<file path="src/rtl/lockdet_pkg.sv">
package lockdet_pkg;
    localparam int CFG_W     = 24;
    localparam int PREC_POS  = 18;
    localparam logic [1:0] CTRL_RCNT = 2'b01;
    localparam int SHORT_RUN = 3;
    localparam int LONG_RUN  = 5;
    localparam int RUN_W     = $clog2(LONG_RUN + 1);

    typedef logic [RUN_W-1:0] run_t;

    typedef enum logic {
        PREC_SHORT = 1'b0,
        PREC_LONG  = 1'b1
    } prec_e;

    typedef struct packed {
        logic valid;
        logic good;
    } verdict_t;

    function automatic run_t run_target(prec_e p);
        return (p == PREC_LONG) ? run_t'(LONG_RUN) : run_t'(SHORT_RUN);
    endfunction
endpackage

</file>
<file path="src/rtl/lockdet_cfg.sv">
module lockdet_cfg
    import lockdet_pkg::*;
(
    input  logic             clk,
    input  logic             rst,
    input  logic             cfg_load,
    input  logic [CFG_W-1:0] cfg_word,
    output prec_e            prec,
    output logic             prec_chg
);
    logic  hit;
    prec_e req;

    assign hit      = cfg_load && (cfg_word[1:0] == CTRL_RCNT);
    assign req      = prec_e'(cfg_word[PREC_POS]);
    assign prec_chg = hit && (req != prec);

    always_ff @(posedge clk) begin
        if (rst) begin
            prec <= PREC_SHORT;
        end else if (hit) begin
            prec <= req;
        end
    end


    ignore_cfg_chk: assert property (@(posedge clk) disable iff (rst)
        !(cfg_load && cfg_word[1:0] == CTRL_RCNT) |=> $stable(prec));


    take_cfg_chk: assert property (@(posedge clk) disable iff (rst)
        (cfg_load && cfg_word[1:0] == CTRL_RCNT) |=> (prec == prec_e'($past(cfg_word[PREC_POS]))));
endmodule

</file>
<file path="src/rtl/lockdet_meter.sv">
module lockdet_meter
    import lockdet_pkg::*;
#(
    parameter int CW = 8
) (
    input  logic          clk,
    input  logic          rst,
    input  logic          ref_strobe,
    input  logic          err_up,
    input  logic          err_dn,
    input  logic [CW-1:0] win_thr,
    output verdict_t      verdict
);
    localparam logic [CW-1:0] CNT_MAX = {CW{1'b1}};

    logic          active;
    logic [CW-1:0] cnt;
    logic [CW-1:0] peak;
    logic [CW-1:0] width_now;
    logic [CW-1:0] peak_eff;

    assign active = err_up | err_dn;

    always_comb begin
        if (!active)
            width_now = '0;
        else if (cnt == CNT_MAX)
            width_now = CNT_MAX;
        else
            width_now = cnt + 1'b1;
        peak_eff = (width_now > peak) ? width_now : peak;
    end

    always_ff @(posedge clk) begin
        if (rst) begin
            cnt  <= '0;
            peak <= '0;
        end else begin
            cnt  <= width_now;
            peak <= ref_strobe ? '0 : peak_eff;
        end
    end

    assign verdict.valid = ref_strobe;
    assign verdict.good  = (peak_eff < win_thr);


    pulse_seen_chk: assert property (@(posedge clk) disable iff (rst)
        (active && !ref_strobe) |=> (peak != '0));


    wide_bad_chk: assert property (@(posedge clk) disable iff (rst)
        (ref_strobe && peak >= win_thr) |-> !verdict.good);
endmodule

</file>
<file path="src/rtl/lockdet_run.sv">
module lockdet_run
    import lockdet_pkg::*;
(
    input  logic     clk,
    input  logic     rst,
    input  verdict_t verdict,
    input  prec_e    prec,
    input  logic     prec_chg,
    output logic     lock,
    output run_t     run
);
    run_t tgt;
    logic reach;

    assign tgt   = run_target(prec);
    assign reach = (run >= tgt) || ((run + 1'b1) >= tgt);

    always_ff @(posedge clk) begin
        if (rst) begin
            run  <= '0;
            lock <= 1'b0;
        end else if (prec_chg) begin
            run  <= '0;
            lock <= 1'b0;
        end else if (verdict.valid) begin
            if (verdict.good) begin
                run  <= reach ? tgt : run + 1'b1;
                lock <= reach;
            end else begin
                run  <= '0;
                lock <= 1'b0;
            end
        end
    end


    no_overflow_chk: assert property (@(posedge clk) disable iff (rst)
        run <= tgt);


    lock_full_chk: assert property (@(posedge clk) disable iff (rst)
        lock |-> (run == tgt));


    bad_clear_chk: assert property (@(posedge clk) disable iff (rst)
        (verdict.valid && !verdict.good) |=> (!lock && run == '0));


    prec_restart_chk: assert property (@(posedge clk) disable iff (rst)
        prec_chg |=> (!lock && run == '0));


    lock_rise_chk: assert property (@(posedge clk) disable iff (rst)
        $rose(lock) |-> $past(verdict.valid && verdict.good));
endmodule

</file>
<file path="src/rtl/phase_lock_monitor.sv">
module phase_lock_monitor
    import lockdet_pkg::*;
#(
    parameter int CW = 8
) (
    input  logic             clk,
    input  logic             rst,
    input  logic             ref_strobe,
    input  logic             err_up,
    input  logic             err_dn,
    input  logic [CW-1:0]    win_thr,
    input  logic             cfg_load,
    input  logic [CFG_W-1:0] cfg_word,
    output logic             lock
);
    prec_e    prec;
    logic     prec_chg;
    verdict_t verdict;
    run_t     run;

    lockdet_cfg u_cfg (
        .clk      (clk),
        .rst      (rst),
        .cfg_load (cfg_load),
        .cfg_word (cfg_word),
        .prec     (prec),
        .prec_chg (prec_chg)
    );

    lockdet_meter #(.CW(CW)) u_meter (
        .clk        (clk),
        .rst        (rst),
        .ref_strobe (ref_strobe),
        .err_up     (err_up),
        .err_dn     (err_dn),
        .win_thr    (win_thr),
        .verdict    (verdict)
    );

    lockdet_run u_run (
        .clk      (clk),
        .rst      (rst),
        .verdict  (verdict),
        .prec     (prec),
        .prec_chg (prec_chg),
        .lock     (lock),
        .run      (run)
    );
endmodule

</file>
<file path="config.mk">
export PLATFORM = sky130hd
export DESIGN_NAME = phase_lock_monitor
export DESIGN_NICKNAME = d
export VERILOG_FILES = /design/src/rtl/lockdet_pkg.sv /design/src/rtl/lockdet_cfg.sv /design/src/rtl/lockdet_meter.sv /design/src/rtl/lockdet_run.sv /design/src/rtl/phase_lock_monitor.sv
export SDC_FILE = /design/constraint.sdc
export NUM_CORES = 1
export LEC_CHECK = 0
export CORE_UTILIZATION = 44
export DETAILED_ROUTE_END_ITERATION = 10
export PLACE_DENSITY = 0.76
export SYNTH_ARGS = -nofsm -noshare
export SYNTH_HDL_FRONTEND = slang
export SYNTH_HIERARCHICAL = 1
export SYNTH_SLANG_ARGS = --single-unit
</file>
<file path="constraint.sdc">
create_clock -name clk -period 3.7 [get_ports clk]
set_input_delay 0.37 -clock clk [delete_from_list [all_inputs] [get_ports clk]]
set_output_delay 0.37 -clock clk [all_outputs]
set_load 0.02 [all_outputs]
</file>
Yosys cells after proc, flatten, opt, wreduce, memory -nomap -nowiden
Cells that the tools add are included.
{ "totals": {"register_bits": 21, "input_bits": 38, "output_inout_bits": 1, "word_cells": 27} }
{ "classes": {"addsub": 2, "order_cmp": 4, "bitwise_logic": 1, "n_eq_ne": 3, "mux": 7, "n_reduce_logical": 5} }
{ "ops": {"columns": ["op", "count"], "rows": [
  ["$mux W8", 3],
  ["$mux W3", 3],
  ["$add A8 B1 Y8 const B", 1],
  ["$eq A8 B8 Y1 const B", 1],
  ["$gt A8 B8 Y1", 1],
  ["$lt A8 B8 Y1", 1],
  ["$ge A3 B3 Y1", 2],
  ["$reduce_or A2 Y1", 2],
  ["$add A3 B1 Y3 const B", 1],
  ["$eq A2 B1 Y1 const B", 1],
  ["$logic_and A1 B1 Y1", 2],
  ["$logic_or A1 B1 Y1", 1],
  ["$mux W1", 1],
  ["$ne A1 B1 Y1", 1],
  ["$or A1 B1 Y1", 1]
]} }

Longest topological paths before layout
Gate-level depths: netlist (run 1).
{ "logic_depth": {"ltp_word": 7, "depth_mapped": 22, "depth_no_buf": 21} }

Cells and area by module
The synthesis (run 1) kept the hierarchy.
{ "by_module_without_submodules": {"columns": ["module", "area_per_inst_um2", "seq_area_each_um2", "cells_per_inst", "n_inst"], "rows": [
  ["lockdet_meter", 1167.4, 320.3, 131, 1],
  ["lockdet_run", 325.3, 80.1, 37, 1],
  ["lockdet_cfg", 65.1, 20.0, 7, 1]
]} }

Least setup slack after synthesis (run 1)
Ideal clock, no wire load.
{ "synth_path": {"path_kind": "flip-flop to flip-flop", "start": "register u_meter.cnt[0]", "end": "register u_run.run[1]", "required_time_ps": 3631, "stages_incl_launch_ff": 21, "n_path_buf": 1, "setup_time_ps": 69, "synth_period_minus_slack_ps": 3892, "arrival_time_ps": 3824, "path_slack_ps": -192, "path_cell_list": "dfxtp_1 -> ha_1 -> and3_1 -> nand3_1 -> mux2i_1 -> nor2_2 -> ha_1 -> o21ai_0 -> nor2_1 -> nor4bb_1 -> or2_1 -> buf_6 -> mux2_4 -> ha_1 -> a211o_1 -> a21oi_1 -> o21ai_0 -> a31oi_1 -> nand3_1 -> a21o_2 -> o21ai_1"} }
{ "synth_lines": {"columns": ["element", "line_no", "source"], "rows": [
  ["start, declared", "lockdet_meter.sv:17", "logic [CW-1:0] cnt;"],
  ["start signal, assigned", "lockdet_meter.sv:39", "cnt <= width_now;"],
  ["end signal, assigned", "lockdet_run.sv:27", "run <= reach ? tgt : run + 1'b1;"],
  ["end, declared", "lockdet_run.sv:10", "output run_t run"]
]} }

==> flow_summary.toml, run 1 <==
[timing]
setup_viol = 4
worstMarginPinSlew_ns = 0.487
holdWs_ns = 0.485
final_hold_viol_count = 0
finalWorstSetupSlack_ns = -0.282
slew_viol_final = 0
slew_headroom = 0.674
tns_ns = -1.09
finClkSkew_ns = 0.00293
period_needed_ns = 3.98
timing.fmax_mhz = 251
rsz0062_at_grt = "true"
min_period_over_period = 1.08

[synth]
synth_edf_count = 0
synthDistinctLibCells = 48
synth_cells = 175
synth-seq-cells = 21
synth_area_um2 = 1560
ys_seq_area_frac = 0.270
syn-num-nets = 234
synthArstFlopShare = 0
yosys_warnings = 6
syn_avg_cell_area_um2 = 8.90
ys.flop_type = "dfxtp_1"

[layout]
layout_common_cells = "buf_4, inv_1, clkdlybuf4s50_1, dfxtp_1, ha_1"
final_nets = 283
fin_util = 0.689
final_common_cell = "buf_4"
drive_above_1_share = 0.422
antenna_cells = 0
area_growth_pct = 48.7
fillers = 278

[worst_setup_path]
end_kind = "flip-flop"
r2r-start = "u_meter/cnt[0]"
cp_max_fo = 3
critPathMaxStageDelay_ns = 0.39
slowest_stage = "dfxtp_4"
crit_chain = "nand4_1 -> nor2_2 -> xnor2_2 -> a21oi_4 -> ha_4 -> a211oi_2 -> nor2_2 -> nor4bb_4 -> or2_1 -> buf_6 -> mux2_4 -> ha_4 -> a211o_1 -> a21oi_2 -> o21ai_1 -> a31oi_1 -> nand2_1 -> buf_4 -> a21oi_2 -> o21a_1"
arrival_ns = 4.25
regToRegSetupSlack_ns = -0.28
crit_path_start_kind = "flip-flop"
r2r_cells = 20
critPathRequiredTime_ns = 3.96
r2r_end = "u_run/lock"
crit_type = "flip-flop to flip-flop"

[grt]
grt_pass1_vias = 1405
grt_first_pass_wirelength_um = 5710
antenna_found_initial = 0
grt_usage = 0.203
gr-total-overflow = 0
grt_max_degree = 15

[placed_design]
dp_hpwl_um = 2540
place_congestion = 0.764
place_ws_ns = -0.531
numPortBuffers = 17

[clock_tree]
clock_path_buffers = 2
cts_sinks = 21
root_buffer = "clkbuf_4"
cts_inserted_buffers = 3
htreeDepth = 1
cts_tree = "done"
holdBufCountCts = 0
clkTransAtPathRegs_ns = 0.12
clk_latency_ns = 0.31

[detailed_routing]
totalWireLength_um = 3850
route.detailed.drc = 0
ant_nets = 0
viasPerCell = 5.40
dr.pass1.iters = 4
wire_per_inst_um = 14.3
num_vias = 1453
initialDrtViolationCount = 62

[pwr]
fin_total_pwr_w = 0.000658
max-vdd-ir-drop_mv = 0.162
p_per_area_nw_per_um2 = 284
leakagePower_nw = 0.966

[die]
fp.dieW_um = 61.5
die_area_um2 = 3780
coreArea_um2 = 3360
initial_core_util = 0.463
die_h_um = 61.5
rows = 21
boundaryPins = 39

[run_status]
violations = "setup timing"
run_status = "finished, violations left"

[min_path]
min_path_type = "flip-flop to flip-flop"
hold_depth = 2
hold_end = "u_run/run[1]"
hp-start = "u_run/run[1]"

[flow_run]
maxCapViolCount = 0
layout make-up:
| cell class | count | area, um2 | share of cell area |
|---|---|---|---|
| repair buffers | 49 | 430 | 0.186 |
| clock buffers | 3 | 22.5 | 0.00972 |
| flip-flops and latches | 21 | 433 | 0.187 |
| multi-input cells | 130 | 1300 | 0.560 |
| clock inverters | 1 | 5.00 | 0.00216 |
| inverters | 19 | 71.3 | 0.0308 |
| well taps | 46 | 57.6 | 0.0249 |
cells in the mapped netlist, drive strengths merged, types with 3 or more instances:
| cell | number | area share |
|---|---|---|
| ha | 21 | 0.17 |
| nor2b | 5 | 0.020 |
| nor2 | 12 | 0.032 |
| mux2 | 7 | 0.067 |
| xnor2 | 3 | 0.017 |
| dfxtp | 21 | 0.27 |
| and2b | 7 | 0.034 |
| a31oi | 3 | 0.012 |
| or2 | 3 | 0.012 |
| a21oi | 14 | 0.055 |
| nor3 | 6 | 0.027 |
| mux2i | 3 | 0.019 |
| inv | 19 | 0.046 |
| a21o | 3 | 0.015 |
| o21ai | 8 | 0.026 |
| nand4 | 3 | 0.012 |
| nand3 | 4 | 0.013 |
| buf | 4 | 0.018 |
| a211oi | 3 | 0.021 |
| nand2 | 7 | 0.022 |
critical path, delay by kind of cell, from the launching register on:
kind	cells	cell delay (ns)
buf+inv	2	0.28
simple gates	6	1.14
xor+xnor	1	0.09
compound gates	8	1.26
mux	1	0.31
flops	1	0.39
fa+ha+maj	2	0.45
flip-flops by register name (all words and copies together), names as in the netlist:
signal,flops
u_meter/cnt,8
u_run/run,3
u_cfg/prec,1
u_run/lock,1
u_meter/peak,8
how the worst max path moves through the flow:
stage	from	slack, ns	cells past startpoint	endpoint
after floorplan	u_meter/cnt[0]	0.009	20	u_run/run[1]
after global placement	err_dn	-0.44	21	u_run/run[1]
after detailed placement	err_dn	-0.53	20	u_run/run[1]
after CTS	u_meter/cnt[0]	-0.21	21	u_run/run[0]
after global routing	u_meter/cnt[0]	-0.56	21	u_run/run[0]
final	u_meter/cnt[0]	-0.28	20	u_run/lock
through the flow:
step                      area (um2)  instances
after floorplan                 1590        175
after global placement          1980        257
after detailed placement        1980        257
after CTS                       2130        264
after global routing            2320        269
final                           2320        269
repair_timing:
item	in CTS	in global routing
pin swaps	20	7
resized for setup	16	29
buffers inserted	3	5
endpoints found under the setup margin	4	4
power by group:
part           internal, W  total [W]  switching, W
sequential        0.000242   0.000256     0.0000140
clock            0.0000404   0.000114     0.0000737
combinational     0.000154   0.000288      0.000134
per-layer routing:
metal	vias to the layer above	GRT usage	part of all wire
li1	713	-	-
met1	700	0.231	0.42
met2	32	0.373	0.53
met3	8	0.0315	0.029
met4	0	0.0857	0.021
met5	-	0	0
cell families (layout without fill, tap and decap cells):
logic type                 count (synthesis)  count (layout)  share of synthesized area
AOI/OAI and AO/OA                         37              37                      0.161
xor gates and xnor gates                   4               4                     0.0225
adders and majority gates                 21              21                      0.169
buffers and inverters                     24              72                     0.0659
DFF                                       21              21                      0.270
muxes                                     10              10                     0.0867
and+or+nand+nor                           58              58                      0.226
Power figures use the tool's default switching activity.
==> inputs of run 2 (changes only) <==
CORE_MARGIN = 1   (was unset)
==> results of run 2 <==
The final DEF is identical to that of run 1; final timing and power are the same.
==> inputs of run 3 (changes only) <==
CORE_UTILIZATION = 38   (was 44)
CTS_CLUSTER_DIAMETER = 200   (was unset)
PLACE_DENSITY = 0.67   (was 0.76)
==> flow_summary.toml, run 3 (same netlist as run 1, synthesis figures left out) <==
[clock_tree]
clock_path_buffers = 2
clkTransAtPathRegs_ns = 0.09
clk_latency_ns = 0.26
cts_tree = "done"
root_buffer = "clkbuf_8"
cts_sinks = 21
htreeDepth = 1
cts_inserted_buffers = 3

[worst_setup_path]
r2r-start = "u_meter/cnt[1]"
critPathRequiredTime_ns = 3.89
arrival_ns = 4.19
critPathMaxStageDelay_ns = 0.37
r2r_cells = 20
crit_path_start_kind = "flip-flop"
endpoint = "u_run/run[0]"
cp_max_fo = 3
worstSetupStartpoint = "u_meter/cnt[1]"
r2r_end = "u_run/run[0]"
crit_type = "flip-flop to flip-flop"
slowest_stage = "dfxtp_4"
end_kind = "flip-flop"
regToRegSetupSlack_ns = -0.30
crit_chain = "nand4_1 -> nor2_2 -> xnor2_2 -> a21oi_4 -> ha_4 -> a211oi_2 -> nor2_2 -> nor4bb_2 -> or2_1 -> buf_6 -> mux2_4 -> ha_4 -> a211o_1 -> a21oi_2 -> o21ai_1 -> a31oi_1 -> nand2_1 -> a31oi_1 -> a21oi_1 -> nor3_1"

[detailed_routing]
route.detailed.drc = 0
totalWireLength_um = 3400
viasPerCell = 5.01
ant_nets = 0
num_vias = 1353
wire_per_inst_um = 12.6
dr.pass1.iters = 4
initialDrtViolationCount = 65

[min_path]
min_path_type = "flip-flop to flip-flop"

[placed_design]
placed_area_um2 = 1970
numPortBuffers = 17
dp_hpwl_um = 2520
place_congestion = 0.744

[layout]
drive_above_1_share = 0.378
final_common_cell = "buf_4"
reg_top3 = "u_meter/cnt (8), u_meter/peak (8), u_run/run (3)"
fin_util = 0.594
area_growth_pct = 44.7
fin_area_um2 = 2250
layout_common_cells = "buf_4, inv_1, clkdlybuf4s50_1, dfxtp_1, ha_1"
antenna_cells = 0
final_nets = 282

[timing]
min_period_over_period = 1.08
timing.fmax_mhz = 250
slew_viol_final = 0
worstMarginPinSlew_ns = 0.485
holdWs_ns = 0.491
setup_viol = 4
finClkSkew_ns = 0.00935
slew_headroom = 0.676
period_needed_ns = 4.00
final_hold_viol_count = 0
rsz0062_at_grt = "true"
finalWorstSetupSlack_ns = -0.300

[grt]
gr-total-overflow = 0
grt_usage = 0.178
antenna_found_initial = 0
grt_pass1_vias = 1360
grt_max_degree = 15
grt_first_pass_wirelength_um = 5980

[die]
boundaryPins = 39
coreArea_um2 = 3800
initial_core_util = 0.410
fp.dieW_um = 66.0
die_h_um = 66.0
die_area_um2 = 4360
rows = 22

[pwr]
leakagePower_nw = 0.965
combPwrFrac = 0.402
p_int_w = 0.000466
p_sw_w = 0.000222
p_per_area_nw_per_um2 = 305
max-vdd-ir-drop_mv = 0.169
fin_total_pwr_w = 0.000688
switching_share = 0.322
p_seq_frac = 0.373
clkPwrFrac = 0.225

[flow_run]
maxCapViolCount = 0

[run_status]
run_status = "finished, violations left"
violations = "setup timing"
[run 3: cell count changes in the layout (fill, tap and decap cells not counted), sizes merged]
cell      change
clkinv        -1
buf           -1
clkinvlp      +1
[run 3: power groups by stage]
| stage | clock (W) | sequential [W] | combinational (W) |
|---|---|---|---|
| floorplan | 0 | 0.000263 | 0.000186 |
| global placement | 0 | 0.000261 | 0.000253 |
| detailed placement | 0 | 0.000262 | 0.000255 |
| CTS | 0.000161 | 0.000257 | 0.000271 |
| global route | 0.000173 | 0.000259 | 0.000306 |
| finish | 0.000155 | 0.000256 | 0.000276 |
[run 3: stage by stage]
step	TNS [ns]	instances	setup WS [ns]
after floorplan	0	175	0.00941
after global placement	-1.47	259	-0.419
after detailed placement	-1.95	259	-0.537
after CTS	-0.594	267	-0.214
after global routing	-2.05	270	-0.605
final	-0.904	270	-0.300
[run 3: metal layers]
metal / global-route usage / vias to the layer above / share of wire
met1: 0.225 / 634 / 0.47
met2: 0.313 / 14 / 0.50
met5: 0 / - / 0
met3: 0.0259 / 2 / 0.023
met4: 0.0479 / 0 / 0.0068
li1: - / 703 / -
[run 3: worst min-delay path by stage]
stage | cells past startpoint | to | start | slack (ns)
6_report | 2 | u_run/run[1] | u_run/run[1] | 0.49
5_1_grt | 2 | u_run/run[1] | u_run/run[1] | 0.53
4_1_cts | 2 | u_run/run[1] | u_run/run[1] | 0.49
3_5_place_dp | 2 | u_run/run[1] | u_run/run[1] | 0.48
3_3_place_gp | 2 | u_run/run[1] | u_run/run[1] | 0.47
2_1_floorplan | 2 | u_run/run[1] | u_run/run[1] | 0.45
[run 3: critical path: cells and delay by family, from the launching register on]
kind | cells | cell delay [ns]
compound gates | 8 | 1.39
simple gates | 7 | 1.17
fa+ha+maj | 2 | 0.44
flops | 1 | 0.37
mux | 1 | 0.31
buf+inv | 1 | 0.13
xor+xnor | 1 | 0.10
[run 3: repair_timing]
item | CTS | global route
hold endpoints to repair | 0 | 0
hold buffers | 0 | 0
pin swaps | 22 | 13
setup buffers | 4 | 3
resized for setup | 25 | 7
endpoints found under the setup margin | 4 | 4
[run 3: final cells by class]
cell class                 count  area [um2]
timing repair buffer          48         414
fill                         347        1540
clock inverter                 1        7.51
tap                           48        60.1
clock buffer                   3        41.3
sequential                    21         428
multi-input combinational    130        1230
inverter                      19        71.3
